File: config.mk
export PLATFORM = sky130hd
export DESIGN_NAME = early_branch_ctl
export DESIGN_NICKNAME = d
export VERILOG_FILES = /design/src/rtl/ebr_pkg.sv /design/src/rtl/ebr_rst_sync.sv /design/src/rtl/ebr_fetch_pc.sv /design/src/rtl/ebr_ifid.sv /design/src/rtl/ebr_branch_eval.sv /design/src/rtl/early_branch_ctl.sv
export SDC_FILE = /design/constraint.sdc
export NUM_CORES = 1
export LEC_CHECK = 0
export BUFFER_PORTS_ARGS = -buffer_cell sky130_fd_sc_hd__buf_2
export CORE_AREA = 2 2 139 141
export CTS_CLUSTER_DIAMETER = 100
export DETAILED_ROUTE_END_ITERATION = 12
export DIE_AREA = 0 0 141 143
export PLACE_DENSITY_LB_ADDON = 0.1
export SLEW_MARGIN = 20
export SYNTH_ARGS = -nofsm -noshare
export SYNTH_HDL_FRONTEND = slang
export SYNTH_SLANG_ARGS = --single-unit
export TNS_END_PERCENT = 100
File: constraint.sdc
create_clock -name clk -period 4 [get_ports clk]
set_input_delay 0.8 -clock clk [delete_from_list [all_inputs] [get_ports clk]]
set_output_delay 0.8 -clock clk [all_outputs]
set_load 0.01 [all_outputs]
File: src/rtl/ebr_pkg.sv
package ebr_pkg;
  localparam int INSTR_W = 32;
  localparam int REG_W   = 5;
  localparam int IMM_W   = 16;

  localparam logic [5:0]         OPC_BR_ZERO    = 6'b000100;
  localparam logic [5:0]         OPC_BR_NONZERO = 6'b000101;
  localparam logic [INSTR_W-1:0] NOP_WORD       = '0;

  typedef struct packed {
    logic [5:0]       opc;
    logic [REG_W-1:0] src;
    logic [REG_W-1:0] aux;
    logic [IMM_W-1:0] imm;
  } instr_t;
endpackage

File: src/rtl/ebr_rst_sync.sv
module ebr_rst_sync #(
  parameter int STAGES = 2
) (
  input  logic clk,
  input  logic arst_n,
  output logic srst_n
);
  logic [STAGES-1:0] sync_q;
  logic [STAGES-1:0] sync_d;

  always_comb begin
    sync_d = {sync_q[STAGES-2:0], 1'b1};
  end

  always_ff @(posedge clk or negedge arst_n) begin
    if (!arst_n) sync_q <= '0;
    else         sync_q <= sync_d;
  end

  assign srst_n = sync_q[STAGES-1];
endmodule

File: src/rtl/ebr_fetch_pc.sv
module ebr_fetch_pc #(
  parameter int              PC_W     = 32,
  parameter logic [PC_W-1:0] RESET_PC = '0
) (
  input  logic            clk,
  input  logic            rst_n,
  input  logic            hold,
  input  logic            redirect,
  input  logic [PC_W-1:0] target,
  output logic [PC_W-1:0] pc_q,
  output logic [PC_W-1:0] pc_seq
);
  localparam logic [PC_W-1:0] STEP = PC_W'(4);

  logic            pc_en;
  logic [PC_W-1:0] pc_d;

  assign pc_seq = pc_q + STEP;
  assign pc_en  = !hold;

  always_comb begin
    pc_d = pc_seq;
    if (redirect) pc_d = target;
  end

  always_ff @(posedge clk or negedge rst_n) begin
    if (!rst_n)     pc_q <= RESET_PC;
    else if (pc_en) pc_q <= pc_d;
  end
endmodule

File: src/rtl/ebr_ifid.sv
module ebr_ifid #(
  parameter int PC_W = 32
) (
  input  logic                        clk,
  input  logic                        rst_n,
  input  logic                        hold,
  input  logic                        squash,
  input  logic [ebr_pkg::INSTR_W-1:0] fetch_instr,
  input  logic [PC_W-1:0]             pc_seq,
  output logic [ebr_pkg::INSTR_W-1:0] instr_q,
  output logic [PC_W-1:0]             npc_q,
  output logic                        valid_q
);
  import ebr_pkg::*;

  logic               load_en;
  logic [INSTR_W-1:0] instr_d;
  logic [PC_W-1:0]    npc_d;
  logic               valid_d;

  assign load_en = !hold;

  always_comb begin
    if (squash) begin
      instr_d = NOP_WORD;
      npc_d   = '0;
      valid_d = 1'b0;
    end else begin
      instr_d = fetch_instr;
      npc_d   = pc_seq;
      valid_d = 1'b1;
    end
  end

  always_ff @(posedge clk or negedge rst_n) begin
    if (!rst_n) begin
      instr_q <= NOP_WORD;
      npc_q   <= '0;
      valid_q <= 1'b0;
    end else if (load_en) begin
      instr_q <= instr_d;
      npc_q   <= npc_d;
      valid_q <= valid_d;
    end
  end
endmodule

File: src/rtl/ebr_branch_eval.sv
module ebr_branch_eval #(
  parameter int PC_W = 32,
  parameter int XLEN = 32
) (
  input  logic [ebr_pkg::INSTR_W-1:0] instr,
  input  logic [PC_W-1:0]             npc,
  input  logic                        valid,
  input  logic [XLEN-1:0]             test_val,
  input  logic                        ex_load,
  input  logic [ebr_pkg::REG_W-1:0]   ex_rd,
  input  logic                        mem_load,
  input  logic [ebr_pkg::REG_W-1:0]   mem_rd,
  output logic                        hazard,
  output logic                        taken,
  output logic [PC_W-1:0]             target
);
  import ebr_pkg::*;

  localparam int EXT_W = PC_W - IMM_W - 2;

  instr_t          word;
  logic            is_bz;
  logic            is_bnz;
  logic            is_br;
  logic            op_zero;
  logic            src_live;
  logic            ex_hit;
  logic            mem_hit;
  logic [PC_W-1:0] offset;

  assign word = instr_t'(instr);

  always_comb begin
    is_bz    = valid && (word.opc == OPC_BR_ZERO);
    is_bnz   = valid && (word.opc == OPC_BR_NONZERO);
    is_br    = is_bz || is_bnz;
    op_zero  = ~|test_val;
    src_live = |word.src;
    ex_hit   = ex_load  && (ex_rd  == word.src);
    mem_hit  = mem_load && (mem_rd == word.src);
    hazard   = is_br && src_live && (ex_hit || mem_hit);
    taken    = !hazard && ((is_bz && op_zero) || (is_bnz && !op_zero));
    offset   = {{EXT_W{word.imm[IMM_W-1]}}, word.imm, 2'b00};
    target   = npc + offset;
  end
endmodule

File: src/rtl/early_branch_ctl.sv
module early_branch_ctl #(
  parameter int              PC_W        = 32,
  parameter int              XLEN        = 32,
  parameter logic [PC_W-1:0] RESET_PC    = '0,
  parameter int              DELAY_SLOT  = 0,
  parameter int              SYNC_STAGES = 2
) (
  input  logic                        clk,
  input  logic                        rst_n,
  output logic [PC_W-1:0]             fetch_pc,
  input  logic [ebr_pkg::INSTR_W-1:0] fetch_instr,
  output logic [ebr_pkg::INSTR_W-1:0] ifid_instr,
  output logic [PC_W-1:0]             ifid_npc,
  output logic                        ifid_valid,
  input  logic [XLEN-1:0]             test_val,
  input  logic                        ex_load,
  input  logic [ebr_pkg::REG_W-1:0]   ex_rd,
  input  logic                        mem_load,
  input  logic [ebr_pkg::REG_W-1:0]   mem_rd,
  output logic                        stall,
  output logic                        flush
);
  logic            rst_q_n;
  logic            hazard;
  logic            taken;
  logic            squash;
  logic [PC_W-1:0] target;
  logic [PC_W-1:0] pc_seq;

  ebr_rst_sync #(.STAGES(SYNC_STAGES)) u_rst (
    .clk    (clk),
    .arst_n (rst_n),
    .srst_n (rst_q_n)
  );

  ebr_fetch_pc #(.PC_W(PC_W), .RESET_PC(RESET_PC)) u_pc (
    .clk      (clk),
    .rst_n    (rst_q_n),
    .hold     (hazard),
    .redirect (taken),
    .target   (target),
    .pc_q     (fetch_pc),
    .pc_seq   (pc_seq)
  );

  ebr_ifid #(.PC_W(PC_W)) u_ifid (
    .clk         (clk),
    .rst_n       (rst_q_n),
    .hold        (hazard),
    .squash      (squash),
    .fetch_instr (fetch_instr),
    .pc_seq      (pc_seq),
    .instr_q     (ifid_instr),
    .npc_q       (ifid_npc),
    .valid_q     (ifid_valid)
  );

  ebr_branch_eval #(.PC_W(PC_W), .XLEN(XLEN)) u_eval (
    .instr    (ifid_instr),
    .npc      (ifid_npc),
    .valid    (ifid_valid),
    .test_val (test_val),
    .ex_load  (ex_load),
    .ex_rd    (ex_rd),
    .mem_load (mem_load),
    .mem_rd   (mem_rd),
    .hazard   (hazard),
    .taken    (taken),
    .target   (target)
  );

  generate
    if (DELAY_SLOT != 0) begin : g_delay
      assign squash = 1'b0;
    end else begin : g_squash
      assign squash = taken;
    end
  endgenerate

  assign stall = hazard;
  assign flush = squash;
endmodule

Word level (Yosys, flattened, before mapping)
Index checks and enable logic that the tools add are counted.

Register bits: 99. Input port bits: 78.

Add/sub/neg operators: 2. Equal/unequal tests: 4. Mux-type cells: 4. Reduce and logical (&&, ||, !) cells: 16.

Operator list (count): $mux 32 (3); $add 32x3->32 const B (1); $add 32x32->32 (1); $reduce_or 32->1 (1); $eq 6x3->1 const B (2); $eq 5x5->1 (2); $logic_and 1x1->1 (9); $reduce_or 5->1 (1); $logic_or 1x1->1 (3); $logic_not 1->1 (2); $mux 1 (1).

Logic depth before layout (Yosys ltp)
Depth after elaboration: 8. Mapped depth: 10. Mapped depth without buffers: 10.

By module
Synthesis repeated with hierarchy kept, for this count alone.

Cells, all modules: 891. Area total of the unflattened synthesis: 7430.9 sq um.

Modules (own cells, without submodules): ebr_ifid (times used 1, cells each 278, area an instance 2708.8 sq um, sequential area each 1626.6 sq um); ebr_fetch_pc (times used 1, cells each 304, area an instance 2537.4 sq um, sequential area each 800.8 sq um); ebr_branch_eval (times used 1, cells each 306, area an instance 2130.8 sq um, sequential area each 0.0 sq um); ebr_rst_sync (times used 1, cells each 3, area an instance 53.8 sq um, sequential area each 50.0 sq um).

Worst setup path after synthesis
OpenSTA, ideal clock, no wires.

Path type: input -> output. Start: input port mem_rd[0] (netlist name). End: output port stall. Data arrival time: 2.003 ns. Required time: 3.200 ns. Slack: 1.197 ns. Cell stages on the path: 8. Buffers on the path: 3. Cells stage by stage: xor2_1 > nor4_1 > nand3_1 > a21o_1 > inv_2 > buf_4 > buf_4 > buf_2.

Cells in the longest elaborated chain, start to end: 4.

Ends and longest elaborated chain: start: declaration (line early_branch_ctl.sv:19) `input logic [ebr_pkg::REG_W-1:0] mem_rd,`; $eq 5x5->1 (line ebr_branch_eval.sv:40) `mem_hit = mem_load && (mem_rd == word.src);`; $logic_and 1x1->1 (line ebr_branch_eval.sv:40); $logic_or 1x1->1 (line ebr_branch_eval.sv:41) `hazard = is_br && src_live && (ex_hit || mem_hit);`; $logic_and 1x1->1 (line ebr_branch_eval.sv:41); end: declaration (line early_branch_ctl.sv:20) `output logic stall,`.

No other way between the ends.

Final worst setup path
Start: register u_ifid.instr_q[31] (netlist name). End: output port stall.

Cells in the longest elaborated chain, start to end: 5. Elaborated cells on any way between the ends: 7. Those cells by class: 2 x eq/ne; 5 x reduce/logical.

Ends and longest elaborated chain: start: declaration (line ebr_ifid.sv:10) `output logic [ebr_pkg::INSTR_W-1:0] instr_q,`; start signal: assignment (line ebr_ifid.sv:41) `instr_q <= instr_d;`; $eq 6x3->1 (on tied branches) (line ebr_branch_eval.sv:34, ebr_branch_eval.sv:35); $logic_and 1x1->1 (on tied branches) (line ebr_branch_eval.sv:34, ebr_branch_eval.sv:35); $logic_or 1x1->1 * (line ebr_branch_eval.sv:36) `is_br = is_bz || is_bnz;`; $logic_and 1x1->1 * (2 in series) (line ebr_branch_eval.sv:41).

Mark *: on every way between the ends. The rest lies on a longest branch, timed or not.

==> metrics.csv <==
stage;metric;value;unit
outcome;status;complete, no violations;
clock_tree;CTS tree;done;
die;Die Y-Extent;143;microns
synthesis;Adder-Cell Fraction of Synth Area;6.13;%
die;CORE AREA;18600;sq um
place;pre-CTS setup slack;0.776;ns
place;post-DP HPWL;14.7;mm
timing;slew margin rel.;57.8;%
critical_path;R2R Setup Slk;0.96;ns
timing;pins over their slew limit;0;
critical_path;Slowest-stage cell, CP;or4b_1;
synthesis;Synth cell types;65;
synthesis;Mapped Nets;854;
critical_path;Req. time, crit path;3.20;ns
synthesis;EDFF count, synth;0;
timing;Period minus WS final;3.34;ns
place;I/O Buffers;176;
timing;Final setup viols;0;
final_layout;Area Overhead vs Synth;21.4;%
synthesis;Synth Area in Compound Gates;21.8;%
timing;final hold violations;0;
detailed_routing;post-route ant nets;0;
synthesis;largest cells by area after synthesis;dfrtp_1 (38%), nand2_1 (7.8%), o21ai_0 (6.0%);
synthesis;xor/xnor cell area share of the yosys netlist;8.28;%
critical_path;CP peak stage delay;0.54;ns
timing;fin crit share;83.6;%
die;total die area;20200;sq um
place;Final GP Congestion;0.820;
clock_tree;Reg clk slew, reported paths;0.08;ns
timing;worst setup margin;0.658;ns
global_routing;total track usage;19.8;%
critical_path;crit path kind;register to primary output;
synthesis;Mapped Cells;745;
pwr;Lkg Pwr;3.57;nW
synthesis;post-synth top area share;38.4;%
min_path;Hold Crit Class;input pin to asynchronous set/reset pin;
die;Starting Density;34.7;%
detailed_routing;routed vias;6066;
die;Top Ports;177;
clock_tree;# Post-CTS Setup Buffers;0;
detailed_routing;Vias/cell;5.34;
critical_path;crit path launch type;register;
critical_path;Critical Path Source;u_ifid.instr_q[31];
synthesis;commonest register cell after synthesis;dfrtp_1;
run;max cap viols;0;
timing;RSZ-0062 raised after global routing;false;
clock_tree;total CTS buffers;9;
critical_path;critical path cell sequence;or4b_1 -> nor3b_2 -> o21ai_1 -> a21o_2 -> inv_4 -> buf_2;
critical_path;CP Capture Type;primary output;
clock_tree;cts-stage hold buffer count;0;
detailed_routing;drc violations;0;
pwr;PwrDens;629;nW/um^2
synthesis;cell accounting for the most synthesized area;dfrtp_1;
synthesis;largest family of logic cells by synthesized area;compound AO/OA/AOI/OAI gates;
pwr;worst vdd ir;0.269;mV
global_routing;first-pass GRT wire length;31.6;mm
critical_path;critical path peak fanout;33;
synthesis;register bit count reported by yosys;99;
synthesis;Mapped Area;6450;sq um
final_layout;most frequent cells in the layout;buf_2 (176), nand2_1 (134), dfrtp_1 (98);
synthesis;ys async rst share;100;%
clock_tree;H-tree Lvls;3;
synthesis;multiplexer share of the synthesized area;0.155;%
synthesis;Avg Cell Area, Syn;8.66;sq um
critical_path;R2R Path Start;u_ifid.instr_q[0];
final_layout;share of cells above drive strength 1;24.5;%
critical_path;Data arrival, critical path;2.54;ns
timing;measured slew at the worst slew-check pin;0.633;ns
synthesis;Syn. warnings;0;
clock_tree;Skew-Pair Late Insertion Delay;0.36;ns
critical_path;Worst R2R End;u_pc.pc_q[28];
detailed_routing;average wire per standard cell;17.5;microns
detailed_routing;WL final;19.9;mm
die;width of the die;141;microns
detailed_routing;TritonRoute pass-1 iters;5;
global_routing;vias in the first global route;5815;
synthesis;sequential area share after synthesis;38.4;%
global_routing;global route overflow;0;
global_routing;initial antenna violation count;0;
clock_tree;Max Root-Sink Buffers;2;
final_layout;commonest non-fill, non-tap cell in the layout;buf_2;
timing;setup tns final;0;ns
final_layout;Final #Nets;1007;
die;Row Count;50;
timing;highest clock rate;0.299;GHz
final_layout;Antenna diodes;0;
detailed_routing;Iter 0 DRT Violations;280;
clock_tree;Root Buffer;clkbuf_16;
synthesis;Simple-Gate Fraction of Synth Area;21.3;%
global_routing;largest net degree at the start of global routing;94;
critical_path;Reg2Reg Depth;10;
clock_tree;Clock Sinks;99;
timing;final hold slack;0.211;ns
clock_tree;post-cts resize count;0;
timing;Fin Clk Skew;0.00980;ns
-- flip-flops by register name, summed over array words and instances, names as in the netlist --
register        count
u_ifid.instr_q     32
u_ifid.npc_q       32
u_pc.pc_q          32
u_rst.sync_q        2
u_ifid.valid_q      1
-- metal layers --
metal / GRT usage, % / routed length (microns) / vias to the layer above / part of all wire, %
met2: 32.9 / 9070 / 188 / 46
met1: 27.3 / 9570 / 2859 / 48
met3: 2.85 / 958 / 17 / 4.8
met4: 5.05 / 255 / 0 / 1.3
li1: - / - / 3002 / -
met5: 0 / 0 / - / 0
-- cell families after synthesis --
family,after synthesis
compound gates,218
xor+xnor,61
fa+ha+maj,31
buf+inv,53
flops,99
mux,1
other cells,1
simple gates,281
-- critical path, delay by kind of cell, from the launching register on --
kind	cells	cell delay [ns]
AND/OR/NAND/NOR	2	0.85
buffers and inverters	2	0.51
AO/OA/AOI/OAI	2	0.40
flip-flops	1	0.38
-- Yosys cell counts (14+ instances only) --
library cell and number:
nand2_1 134, dfrtp_1 99, o21ai_0 77, a21oi_1 45
xor2_1 32, ha_1 30, xnor2_1 29, nor2_1 28
nand3_1 25, buf_2 20, o31ai_1 20, and3_1 19
a21o_1 18, clkbuf_1 17, nor4_1 17, nor3_1 14
-- where the power goes --
| group | leakage [nW] | internal [mW] | total [mW] | switching, mW |
|---|---|---|---|---|
| sequential | 1.17 | 1.29 | 1.73 | 0.442 |
| clock | 0.150 | 0.508 | 0.923 | 0.415 |
| combinational | 2.25 | 1.02 | 2.27 | 1.25 |
-- how the worst max path moves through the flow --
| stage | to | slack [ns] | depth (start not counted) |
|---|---|---|---|
| 4_1_cts | stall | 0.59 | 6 |
| 3_3_place_gp | flush | 0.79 | 10 |
| 5_1_grt | stall | 0.45 | 6 |
| 6_report | stall | 0.66 | 6 |
| 2_1_floorplan | u_ifid.instr_q[0] | 1.04 | 0 |
| 3_5_place_dp | flush | 0.78 | 10 |
-- stage by stage --
stage	instance area (sq um)	util [%]	cells	total power [mW]
6_report	7830	42.1	1137	4.92
5_1_grt	7830	42.1	1137	5.32
4_1_cts	7830	42.1	1137	4.98
3_5_place_dp	7520	40.5	1121	4.03
3_3_place_gp	7520	40.5	1121	4.04
2_1_floorplan	6450	-	745	3.23
-- layout make-up --
type	instances	area (sq um)
sequential	99	2480
clock inverter	6	68.8
tap	234	293
timing repair buffer	187	988
clock buffer	10	239
inverter	8	32.5
fill	1911	10800
multi-input combinational	593	3730
Note: power is estimated with default switching activity, not from simulation.
